`src/rtl/qps_pkg.sv`:
```
package qps_pkg;
  localparam int CMD_W     = 8;
  localparam int TBL_OFS_W = 16;
  localparam int LEN_W     = 8;
  localparam int OFS_W     = TBL_OFS_W + 1;
  localparam int NUM_ATT   = 5;

  typedef enum logic [2:0] {ST_IDLE, ST_PWR, ST_PRD, ST_TRD, ST_XWR} qpsState_e;

  // strobes from control to datapath
  typedef struct packed {
    logic             wr;
    logic             rd;
    logic             accEnd;
    logic             takeSig;
    logic             firstSig;
    logic             takeTbl;
    logic [CMD_W-1:0] cmd;
    logic [OFS_W-1:0] ofs;
  } qpsCtl_t;

  typedef struct packed {
    logic                 last;
    logic [CMD_W-1:0]     cmd;
    logic [TBL_OFS_W-1:0] ofs;
  } qpsOp_t;

  // write step of an unlock attempt; step 0 is always the reset command
  function automatic qpsOp_t probeOp(input logic [2:0] att, input logic [2:0] step);
    qpsOp_t op;
    op = '{1'b0, 8'hF0, 16'h0000};
    if (step != 3'd0) begin
      case (att)
        3'd0: op = '{1'b1, 8'h98, 16'h0055};
        3'd1: op = (step == 3'd1) ? '{1'b0, 8'hFF, 16'h0000} : '{1'b1, 8'h98, 16'h0055};
        3'd2: op = '{1'b1, 8'h98, 16'h0555};
        3'd3: begin
          case (step)
            3'd1:    op = '{1'b0, 8'hAA, 16'h5555};
            3'd2:    op = '{1'b0, 8'h55, 16'h2AAA};
            default: op = '{1'b1, 8'h98, 16'h5555};
          endcase
        end
        default: begin
          case (step)
            3'd1:    op = '{1'b0, 8'hAA, 16'h0555};
            3'd2:    op = '{1'b0, 8'h55, 16'h02AA};
            default: op = '{1'b1, 8'h98, 16'h0555};
          endcase
        end
      endcase
    end
    return op;
  endfunction

  function automatic logic [CMD_W-1:0] sigChar(input logic [2:0] step);
    case (step)
      3'd0:    return 8'h51;
      3'd1:    return 8'h52;
      default: return 8'h59;
    endcase
  endfunction
endpackage

```
`src/rtl/qps_ctrl.sv`:
```
module qps_ctrl
  import qps_pkg::*;
#(
  parameter int WAIT_CYC = 2
) (
  input  logic                 clk,
  input  logic                 rstN,
  input  logic                 start,
  input  logic [TBL_OFS_W-1:0] tblOfs,
  input  logic [LEN_W-1:0]     tblLen,
  input  logic                 exitQuirk,
  input  logic                 sigOk,
  output qpsCtl_t              ctl,
  output logic                 done,
  output logic                 found,
  output logic [2:0]           attemptIdx
);
  localparam int WC_W = (WAIT_CYC > 1) ? $clog2(WAIT_CYC) : 1;

  qpsState_e        state;
  logic [2:0]       attempt;
  logic [2:0]       step;
  logic [LEN_W-1:0] byteCnt;
  logic [WC_W-1:0]  waitCnt;
  logic             active;
  logic             accEnd;
  logic             exitLast;
  qpsOp_t           pOp;

  assign active   = (state != ST_IDLE);
  assign accEnd   = active && (waitCnt == WC_W'(WAIT_CYC - 1));
  assign pOp      = probeOp(attempt, step);
  assign exitLast = (step == 3'd2) || ((step == 3'd1) && !exitQuirk);

  always_comb begin
    ctl        = '0;
    ctl.accEnd = accEnd;
    case (state)
      ST_PWR: begin
        ctl.wr  = 1'b1;
        ctl.cmd = pOp.cmd;
        ctl.ofs = OFS_W'(pOp.ofs);
      end
      ST_PRD: begin
        ctl.rd       = 1'b1;
        ctl.takeSig  = 1'b1;
        ctl.firstSig = (step == 3'd0);
        ctl.cmd      = sigChar(step);
        ctl.ofs      = OFS_W'(16'h0010) + OFS_W'(step);
      end
      ST_TRD: begin
        ctl.rd      = 1'b1;
        ctl.takeTbl = 1'b1;
        ctl.ofs     = OFS_W'(tblOfs) + OFS_W'(byteCnt);
      end
      ST_XWR: begin
        ctl.wr  = 1'b1;
        ctl.cmd = (step == 3'd1) ? 8'hFF : 8'hF0;
      end
      default: ;
    endcase
  end

  always_ff @(posedge clk) begin
    if (!rstN) begin
      state      <= ST_IDLE;
      attempt    <= '0;
      step       <= '0;
      byteCnt    <= '0;
      waitCnt    <= '0;
      done       <= 1'b0;
      found      <= 1'b0;
      attemptIdx <= '0;
    end else begin
      if (active) waitCnt <= accEnd ? '0 : waitCnt + WC_W'(1);
      case (state)
        ST_IDLE: if (start) begin
          state      <= ST_PWR;
          attempt    <= '0;
          step       <= '0;
          waitCnt    <= '0;
          done       <= 1'b0;
          found      <= 1'b0;
          attemptIdx <= '0;
        end
        ST_PWR: if (accEnd) begin
          if (pOp.last) begin
            step  <= '0;
            state <= ST_PRD;
          end else begin
            step <= step + 3'd1;
          end
        end
        ST_PRD: if (accEnd) begin
          if (step == 3'd2) begin
            step <= '0;
            if (sigOk) begin
              found      <= 1'b1;
              attemptIdx <= attempt;
              byteCnt    <= '0;
              state      <= (tblOfs != '0 && tblLen != '0) ? ST_TRD : ST_XWR;
            end else if (attempt == 3'(NUM_ATT - 1)) begin
              state <= ST_XWR;
            end else begin
              attempt <= attempt + 3'd1;
              state   <= ST_PWR;
            end
          end else begin
            step <= step + 3'd1;
          end
        end
        ST_TRD: if (accEnd) begin
          if (byteCnt == tblLen - LEN_W'(1)) begin
            step  <= '0;
            state <= ST_XWR;
          end else begin
            byteCnt <= byteCnt + LEN_W'(1);
          end
        end
        ST_XWR: if (accEnd) begin
          if (exitLast) begin
            state <= ST_IDLE;
            done  <= 1'b1;
          end else begin
            step <= step + 3'd1;
          end
        end
        default: state <= ST_IDLE;
      endcase
    end
  end
endmodule

```
`src/rtl/qps_dpath.sv`:
```
module qps_dpath
  import qps_pkg::*;
#(
  parameter int ADDR_W     = 24,
  parameter int DEV_BYTES  = 2,
  parameter int INTERLEAVE = 1
) (
  input  logic              clk,
  input  logic              rstN,
  input  qpsCtl_t           ctl,
  input  logic [ADDR_W-1:0] baseAddr,
  input  logic [DEV_BYTES*INTERLEAVE*8-1:0] busRdata,
  output logic [ADDR_W-1:0] busAddr,
  output logic [DEV_BYTES*INTERLEAVE*8-1:0] busWdata,
  output logic              busWr,
  output logic              busRd,
  output logic              sigOk,
  output logic [7:0]        tblByte,
  output logic              tblValid
);
  localparam int LANE_W = DEV_BYTES * 8;
  localparam int BUS_W  = LANE_W * INTERLEAVE;
  localparam int SCALE  = DEV_BYTES * INTERLEAVE;

  logic [BUS_W-1:0] cmdWord;
  logic             matchAcc;
  logic             wordEq;

  // command byte copied into the low byte of every device lane
  for (genvar g = 0; g < INTERLEAVE; g++) begin : gLane
    assign cmdWord[g*LANE_W +: LANE_W] = LANE_W'(ctl.cmd);
  end

  assign busAddr  = baseAddr + ADDR_W'(ctl.ofs) * ADDR_W'(SCALE);
  assign busWdata = ctl.wr ? cmdWord : '0;
  assign busWr    = ctl.wr;
  assign busRd    = ctl.rd;
  assign wordEq   = (busRdata == cmdWord);
  assign sigOk    = wordEq && (ctl.firstSig || matchAcc);

  always_ff @(posedge clk) begin
    if (!rstN) begin
      matchAcc <= 1'b0;
      tblValid <= 1'b0;
      tblByte  <= '0;
    end else begin
      if (ctl.takeSig && ctl.accEnd) matchAcc <= sigOk;
      tblValid <= ctl.takeTbl && ctl.accEnd;
      if (ctl.takeTbl && ctl.accEnd) tblByte <= busRdata[7:0];
    end
  end
endmodule

```
`src/rtl/qry_probe_seq.sv`:
```
module qry_probe_seq
  import qps_pkg::*;
#(
  parameter int ADDR_W     = 24,
  parameter int DEV_BYTES  = 2,
  parameter int INTERLEAVE = 1,
  parameter int WAIT_CYC   = 2
) (
  input  logic                 clk,
  input  logic                 rstN,
  input  logic                 start,
  input  logic [ADDR_W-1:0]    baseAddr,
  input  logic [TBL_OFS_W-1:0] tblOfs,
  input  logic [LEN_W-1:0]     tblLen,
  input  logic                 exitQuirk,
  input  logic [DEV_BYTES*INTERLEAVE*8-1:0] busRdata,
  output logic [ADDR_W-1:0]    busAddr,
  output logic [DEV_BYTES*INTERLEAVE*8-1:0] busWdata,
  output logic                 busWr,
  output logic                 busRd,
  output logic                 done,
  output logic                 found,
  output logic [2:0]           attemptIdx,
  output logic [7:0]           tblByte,
  output logic                 tblValid
);
  qpsCtl_t ctl;
  logic    sigOk;

  qps_ctrl #(.WAIT_CYC(WAIT_CYC)) uCtrl (
    .clk(clk), .rstN(rstN), .start(start), .tblOfs(tblOfs), .tblLen(tblLen),
    .exitQuirk(exitQuirk), .sigOk(sigOk), .ctl(ctl), .done(done),
    .found(found), .attemptIdx(attemptIdx)
  );

  qps_dpath #(.ADDR_W(ADDR_W), .DEV_BYTES(DEV_BYTES), .INTERLEAVE(INTERLEAVE)) uDpath (
    .clk(clk), .rstN(rstN), .ctl(ctl), .baseAddr(baseAddr), .busRdata(busRdata),
    .busAddr(busAddr), .busWdata(busWdata), .busWr(busWr), .busRd(busRd),
    .sigOk(sigOk), .tblByte(tblByte), .tblValid(tblValid)
  );
endmodule

```
`config.mk`:
```
export PLATFORM = sky130hd
export DESIGN_NAME = qry_probe_seq
export DESIGN_NICKNAME = d
export VERILOG_FILES = /design/src/rtl/qps_pkg.sv /design/src/rtl/qps_ctrl.sv /design/src/rtl/qps_dpath.sv /design/src/rtl/qry_probe_seq.sv
export SDC_FILE = /design/constraint.sdc
export NUM_CORES = 1
export LEC_CHECK = 0
export CORE_ASPECT_RATIO = 1.4
export CORE_MARGIN = 2
export CORE_UTILIZATION = 53
export CTS_CLUSTER_DIAMETER = 200
export CTS_CLUSTER_SIZE = 25
export DETAILED_ROUTE_END_ITERATION = 16
export GPL_ROUTABILITY_DRIVEN = 0
export PLACE_DENSITY_LB_ADDON = 0.25
export SYNTH_ARGS = -nofsm -noshare
export SYNTH_HDL_FRONTEND = slang
export SYNTH_HIERARCHICAL = 1
export SYNTH_SLANG_ARGS = --single-unit
```
`constraint.sdc`:
```
create_clock -name clk -period 13.25 [get_ports clk]
set_clock_uncertainty 0.1 [all_clocks]
set_input_delay 1.9875 -clock clk [delete_from_list [all_inputs] [get_ports clk]]
set_output_delay 1.9875 -clock clk [all_outputs]
set_load 0.01 [all_outputs]
```
After elaboration in Yosys (flattened, before gate mapping)
Cells that the tools add are included.
W data, S select, Z words.
- bits in registers: 33
- input port bits: 68
- $add $sub $neg: 8
- equality and inequality tests: 26
- muxes and demuxes: 64
- reductions and logical operators: 28
- operators with widths (kind ; count):
    $pmux W25 S2 ; 2
    $pmux W25 S4 ; 1
    $mux W3 ; 28
    $pmux W17 S3 ; 1
    $mux W25 ; 2
    $mux W8 ; 6
    $pmux W3 S5 ; 2
    $add A24 B18 Y24 ; 1
    $pmux W8 S3 ; 1
    $add A16 B8 Y17 ; 1
    $eq A16 B8 Y1 ; 1
    $ne A2 B1 Y1 const B ; 8
    $pmux W8 S2 ; 1
    $reduce_bool A16 Y1 ; 1
    $eq A3 B2 Y1 const B ; 5
    $mux W1 ; 13
    $ne A2 B2 Y1 const B ; 6
    $pmux W3 S2 ; 2
    $reduce_and A6 Y1 ; 2
    $eq A3 B1 Y1 const B ; 3
    $logic_not A3 Y1 ; 3
    $reduce_and A9 Y1 ; 1
    $add A8 B1 Y8 const B ; 1
    $eq A8 B8 Y1 ; 1
    20 further kinds ; 33

Depth between registers and ports, before layout
- word-level depth: 11
- mapped depth: 18
- depth with buffers taken out: 17

By module
The synthesis kept the hierarchy.
- modules (own cells, without submodules) (module ; instances ; cells each ; area an instance (um2) ; seq. area each (um2)):
    qps_ctrl ; 1 ; 351 ; 2557.5 ; 460.4
    qps_dpath ; 1 ; 201 ; 1571.5 ; 200.2

Worst setup path before layout
Ideal clock, no wire load.
- path type: input to output
- start point: in tblOfs[1]
- end point: out busAddr[18]
- data arrival time: 5148 ps
- data required time: 11162 ps
- path slack: 6014 ps
- cell stages on the path: 15
- path buffers: 1
- cell sequence: ha_1 -> a21o_1 -> a21o_1 -> a2111oi_0 -> o311ai_0 -> xnor2_1 -> o21ai_0 -> ha_1 -> buf_6 -> a21oi_2 -> o211ai_1 -> a21oi_2 -> a21oi_4 -> a21o_2 -> a211oi_2
- RTL lines (what ; RTL line ; source):
    from (decl) ; qry_probe_seq.sv:13 ; input logic [TBL_OFS_W-1:0] tblOfs,
    to (decl) ; qry_probe_seq.sv:17 ; output logic [ADDR_W-1:0] busAddr,

==> impl_metrics.prom <==
# TYPE chip_impl_metric gauge
chip_impl_info{name="status",value="completed"} 1
chip_impl_metric{name="global_route_wire_length_before_repair",unit="um"} 19200
chip_impl_metric{name="globalRouteOverflowTotal",unit=""} 0
chip_impl_metric{name="worst_ep_required_time",unit="ns"} 11.16
chip_impl_metric{name="yosysWarningCount",unit=""} 6
chip_impl_metric{name="wl",unit="um"} 11900
chip_impl_info{name="tritoncts_clock_tree",value="done"} 1
chip_impl_metric{name="grt_pass1_vias",unit=""} 4274
chip_impl_metric{name="setup_violations",unit=""} 0
chip_impl_metric{name="post_drt_wl_per_cell",unit="um"} 15.8
chip_impl_metric{name="io_pins",unit=""} 124
chip_impl_metric{name="dieArea",unit="sq um"} 8520
chip_impl_metric{name="vdd_ir_drop_max",unit="mV"} 0.0507
chip_impl_metric{name="drt_first_iter_violations",unit=""} 298
chip_impl_metric{name="clock_sink_count",unit=""} 33
chip_impl_metric{name="post_cts.repair.setup_buffers",unit=""} 0
chip_impl_metric{name="worstSkewPairLatency",unit="ns"} 0.29
chip_impl_metric{name="ys_async_sr_fraction",unit=""} 0
chip_impl_metric{name="p_total",unit="mW"} 0.356
chip_impl_metric{name="synth_area",unit="sq um"} 4130
chip_impl_metric{name="synth_seq_area_share",unit=""} 0.160
chip_impl_metric{name="postRouteAntennaNets",unit=""} 0
chip_impl_metric{name="antenna_cells",unit=""} 0
chip_impl_metric{name="start_util",unit=""} 0.539
chip_impl_metric{name="route.detailed.drc",unit=""} 0
chip_impl_metric{name="yosys.cell_types.count",unit=""} 74
chip_impl_metric{name="layout-area-overhead-vs-synth",unit="%"} 28.9
chip_impl_metric{name="grt_start_max_net_pins",unit=""} 30
chip_impl_metric{name="layoutNonFillerInstCount",unit=""} 749
chip_impl_info{name="synth.area.top_cells",value="sky130_fd_sc_hd__dfxtp_1, sky130_fd_sc_hd__ha_1, sky130_fd_sc_hd__xnor2_1"} 1
chip_impl_info{name="worstSetupEndpointType",value="output pin"} 1
chip_impl_info{name="criticalPathCategory",value="input pin to output pin"} 1
chip_impl_info{name="synth_area_leader_cell",value="sky130_fd_sc_hd__dfxtp_1"} 1
chip_impl_metric{name="drt-vias-per-instance",unit=""} 5.92
chip_impl_metric{name="grt.total_usage",unit=""} 0.276
chip_impl_metric{name="post_synth.cell_area_avg",unit="sq um"} 7.48
chip_impl_metric{name="drive_gt1_frac",unit=""} 0.0478
chip_impl_info{name="worst_setup_path_start_kind",value="input pin"} 1
chip_impl_metric{name="post-route-period-util",unit=""} 0.661
chip_impl_metric{name="crit_fanout",unit=""} 6
chip_impl_info{name="rsz0062_at_grt",value="false"} 1
chip_impl_metric{name="final_core_util",unit=""} 0.695
chip_impl_metric{name="finalWorstSetupSlack",unit="ns"} 4.50
chip_impl_metric{name="postCtsHoldBufs",unit=""} 0
chip_impl_metric{name="placement.setup.worst_slack",unit="ns"} 4.54
chip_impl_metric{name="min_period",unit="ns"} 8.75
chip_impl_metric{name="postSynthCellCount",unit=""} 552
chip_impl_metric{name="cts-buffers-inserted",unit=""} 5
chip_impl_metric{name="postCtsResizedCells",unit=""} 0
chip_impl_metric{name="critical_path_arrival",unit="ns"} 6.67
chip_impl_metric{name="clkTransAtPathRegs",unit="ns"} 0.07
chip_impl_metric{name="drt_first_pass_iters",unit=""} 7
chip_impl_metric{name="pin_slew_with_the_least_headroom_to_its_limit",unit="ns"} 0.884
chip_impl_info{name="clock-root-buffer",value="sky130_fd_sc_hd__clkbuf_8"} 1
chip_impl_metric{name="timing_hold_violations_final",unit=""} 0
chip_impl_metric{name="synthDominantCellAreaShare",unit=""} 0.160
chip_impl_metric{name="row_count",unit=""} 38
chip_impl_metric{name="final.setup.tns",unit="ns"} 0
chip_impl_metric{name="antenna_found_initial",unit=""} 0
chip_impl_metric{name="power_density",unit="nW/um^2"} 66.8
chip_impl_metric{name="timing.max_slew.rel_slack",unit=""} 0.403
chip_impl_metric{name="total_leakage_power",unit="nW"} 2.07
chip_impl_metric{name="place.detailed.instances",unit=""} 741
chip_impl_metric{name="timing.max_cap.violations",unit=""} 0
chip_impl_info{name="yosys_most_used_dff",value="sky130_fd_sc_hd__dfxtp_1"} 1
chip_impl_metric{name="core",unit="sq um"} 7650
chip_impl_metric{name="dieHeight",unit="um"} 108
chip_impl_metric{name="die_x",unit="um"} 78.6
chip_impl_info{name="synth_most_common_cell",value="sky130_fd_sc_hd__nand2_1"} 1
chip_impl_metric{name="yosys_register_bits",unit=""} 33
chip_impl_metric{name="max-clock-path-buffers",unit=""} 2
chip_impl_metric{name="placement.io_buffers",unit=""} 113
chip_impl_info{name="synth_commonest_cells",value="sky130_fd_sc_hd__nand2_1, sky130_fd_sc_hd__ha_1, sky130_fd_sc_hd__a21oi_1, sky130_fd_sc_hd__o21ai_0, sky130_fd_sc_hd__nand3_1"} 1
chip_impl_info{name="hp-class",value="register to register"} 1
chip_impl_metric{name="htreeDepth",unit=""} 2
chip_impl_metric{name="place.detailed.hpwl",unit="um"} 9330
chip_impl_metric{name="vias",unit=""} 4436
chip_impl_metric{name="number_of_enable_type_register_cells_in_the_synthesized_netlist",unit=""} 0
chip_impl_metric{name="max_clock_freq",unit="MHz"} 114
chip_impl_metric{name="final-max-slew-violation-count",unit=""} 0
chip_impl_metric{name="design.final.nets",unit=""} 756
## metrics by stage
stage / hold WS, ns / area [sq um]
after floorplan: 0.341 / 4160
after detailed placement: 0.357 / 5230
final: 0.367 / 5320
after global routing: 0.393 / 5320
after CTS: 0.367 / 5320
after global placement: 0.348 / 5230
## flip-flops by register name, summed over array words and instances, names as in the netlist, 3 cells and up
signal / cells
uCtrl/byteCnt: 8
uDpath/tblByte: 8
uCtrl/attemptIdx: 3
uCtrl/attempt: 3
uCtrl/state: 3
uCtrl/step: 3
## layout by cell type (no fill, tap or decap), types with 9 or more instances in the layout
cell	synthesis	layout
sky130_fd_sc_hd__clkdlybuf4s50_1	0	113
sky130_fd_sc_hd__nand2_1	52	52
sky130_fd_sc_hd__ha_1	38	38
sky130_fd_sc_hd__a21oi_1	35	35
sky130_fd_sc_hd__o21ai_0	35	35
sky130_fd_sc_hd__nand3_1	34	34
sky130_fd_sc_hd__dfxtp_1	33	33
sky130_fd_sc_hd__xnor2_1	32	32
sky130_fd_sc_hd__nor2_1	26	26
sky130_fd_sc_hd__xor2_1	17	17
sky130_fd_sc_hd__a21boi_0	17	17
sky130_fd_sc_hd__inv_1	16	16
sky130_fd_sc_hd__and2_1	15	15
sky130_fd_sc_hd__nor3_1	14	14
sky130_fd_sc_hd__nand2b_1	11	11
sky130_fd_sc_hd__a21o_1	10	10
sky130_fd_sc_hd__or3_1	9	9
sky130_fd_sc_hd__a31oi_1	9	9
sky130_fd_sc_hd__nor4_1	9	9
## cell type report
| class | count | area, sq um |
|---|---|---|
| multi-input combinational | 477 | 3240 |
| inverter | 17 | 63.8 |
| clock buffer | 6 | 82.6 |
| sequential | 33 | 661 |
| tap | 100 | 125 |
| timing repair buffer | 114 | 1140 |
| fill | 675 | 2330 |
| clock inverter | 2 | 13.8 |
## kinds of logic after synthesis
| group | Yosys count | share of synthesized area |
|---|---|---|
| multiplexers | 6 | 0.0145 |
| other | 1 | 0.000908 |
| flip-flops | 33 | 0.160 |
| adder cells (fa/ha/maj) | 40 | 0.125 |
| XOR/XNOR | 49 | 0.104 |
| buffers and inverters | 49 | 0.0621 |
| AO/OA/AOI/OAI | 163 | 0.269 |
| AND/OR/NAND/NOR | 211 | 0.265 |
## worst max-delay path: stages
cell and delay (ns):
sky130_fd_sc_hd__clkdlybuf4s50_1 0.49, sky130_fd_sc_hd__ha_1 0.33, sky130_fd_sc_hd__a21o_1 0.17, sky130_fd_sc_hd__a21o_1 0.20, sky130_fd_sc_hd__a2111oi_0 0.61, sky130_fd_sc_hd__o311ai_0 0.43
sky130_fd_sc_hd__nand3_1 0.21, sky130_fd_sc_hd__xor2_1 0.14, sky130_fd_sc_hd__o21ai_0 0.09, sky130_fd_sc_hd__ha_1 0.41, sky130_fd_sc_hd__nand2_1 0.12, sky130_fd_sc_hd__nor2_2 0.23
sky130_fd_sc_hd__nand2_1 0.08, sky130_fd_sc_hd__a31oi_1 0.29, sky130_fd_sc_hd__o211ai_1 0.15, sky130_fd_sc_hd__xnor2_1 0.16, sky130_fd_sc_hd__clkdlybuf4s50_1 0.55
## where the power goes
group | switching (mW) | internal (mW) | leakage, nW
clock | 0.0412 | 0.0421 | 0.0512
combinational | 0.0817 | 0.0802 | 1.75
sequential | 0.00832 | 0.102 | 0.266
total | 0.131 | 0.224 | 2.07
## metal layers
metal | GRT usage | up-vias | routed length [um] | part of all wire
met1 | 0.307 | 2032 | 4660 | 0.39
met5 | 0 | - | 0 | 0
li1 | - | 2187 | - | -
met3 | 0.0384 | 32 | 641 | 0.054
met2 | 0.520 | 185 | 6190 | 0.52
met4 | 0.112 | 0 | 373 | 0.031
## path summary, 6_finish.rpt
path                   from  cells past startpoint  slack, ns                to
max               tblOfs[1]                     17       4.50       busAddr[23]
max reg2reg  uCtrl/state[0]                     13       8.44  uCtrl/byteCnt[7]
min reg2reg     uCtrl/found                      2       0.37       uCtrl/found
min             uCtrl/found                      2       0.37       uCtrl/found
(Power assumes the default switching activity.)
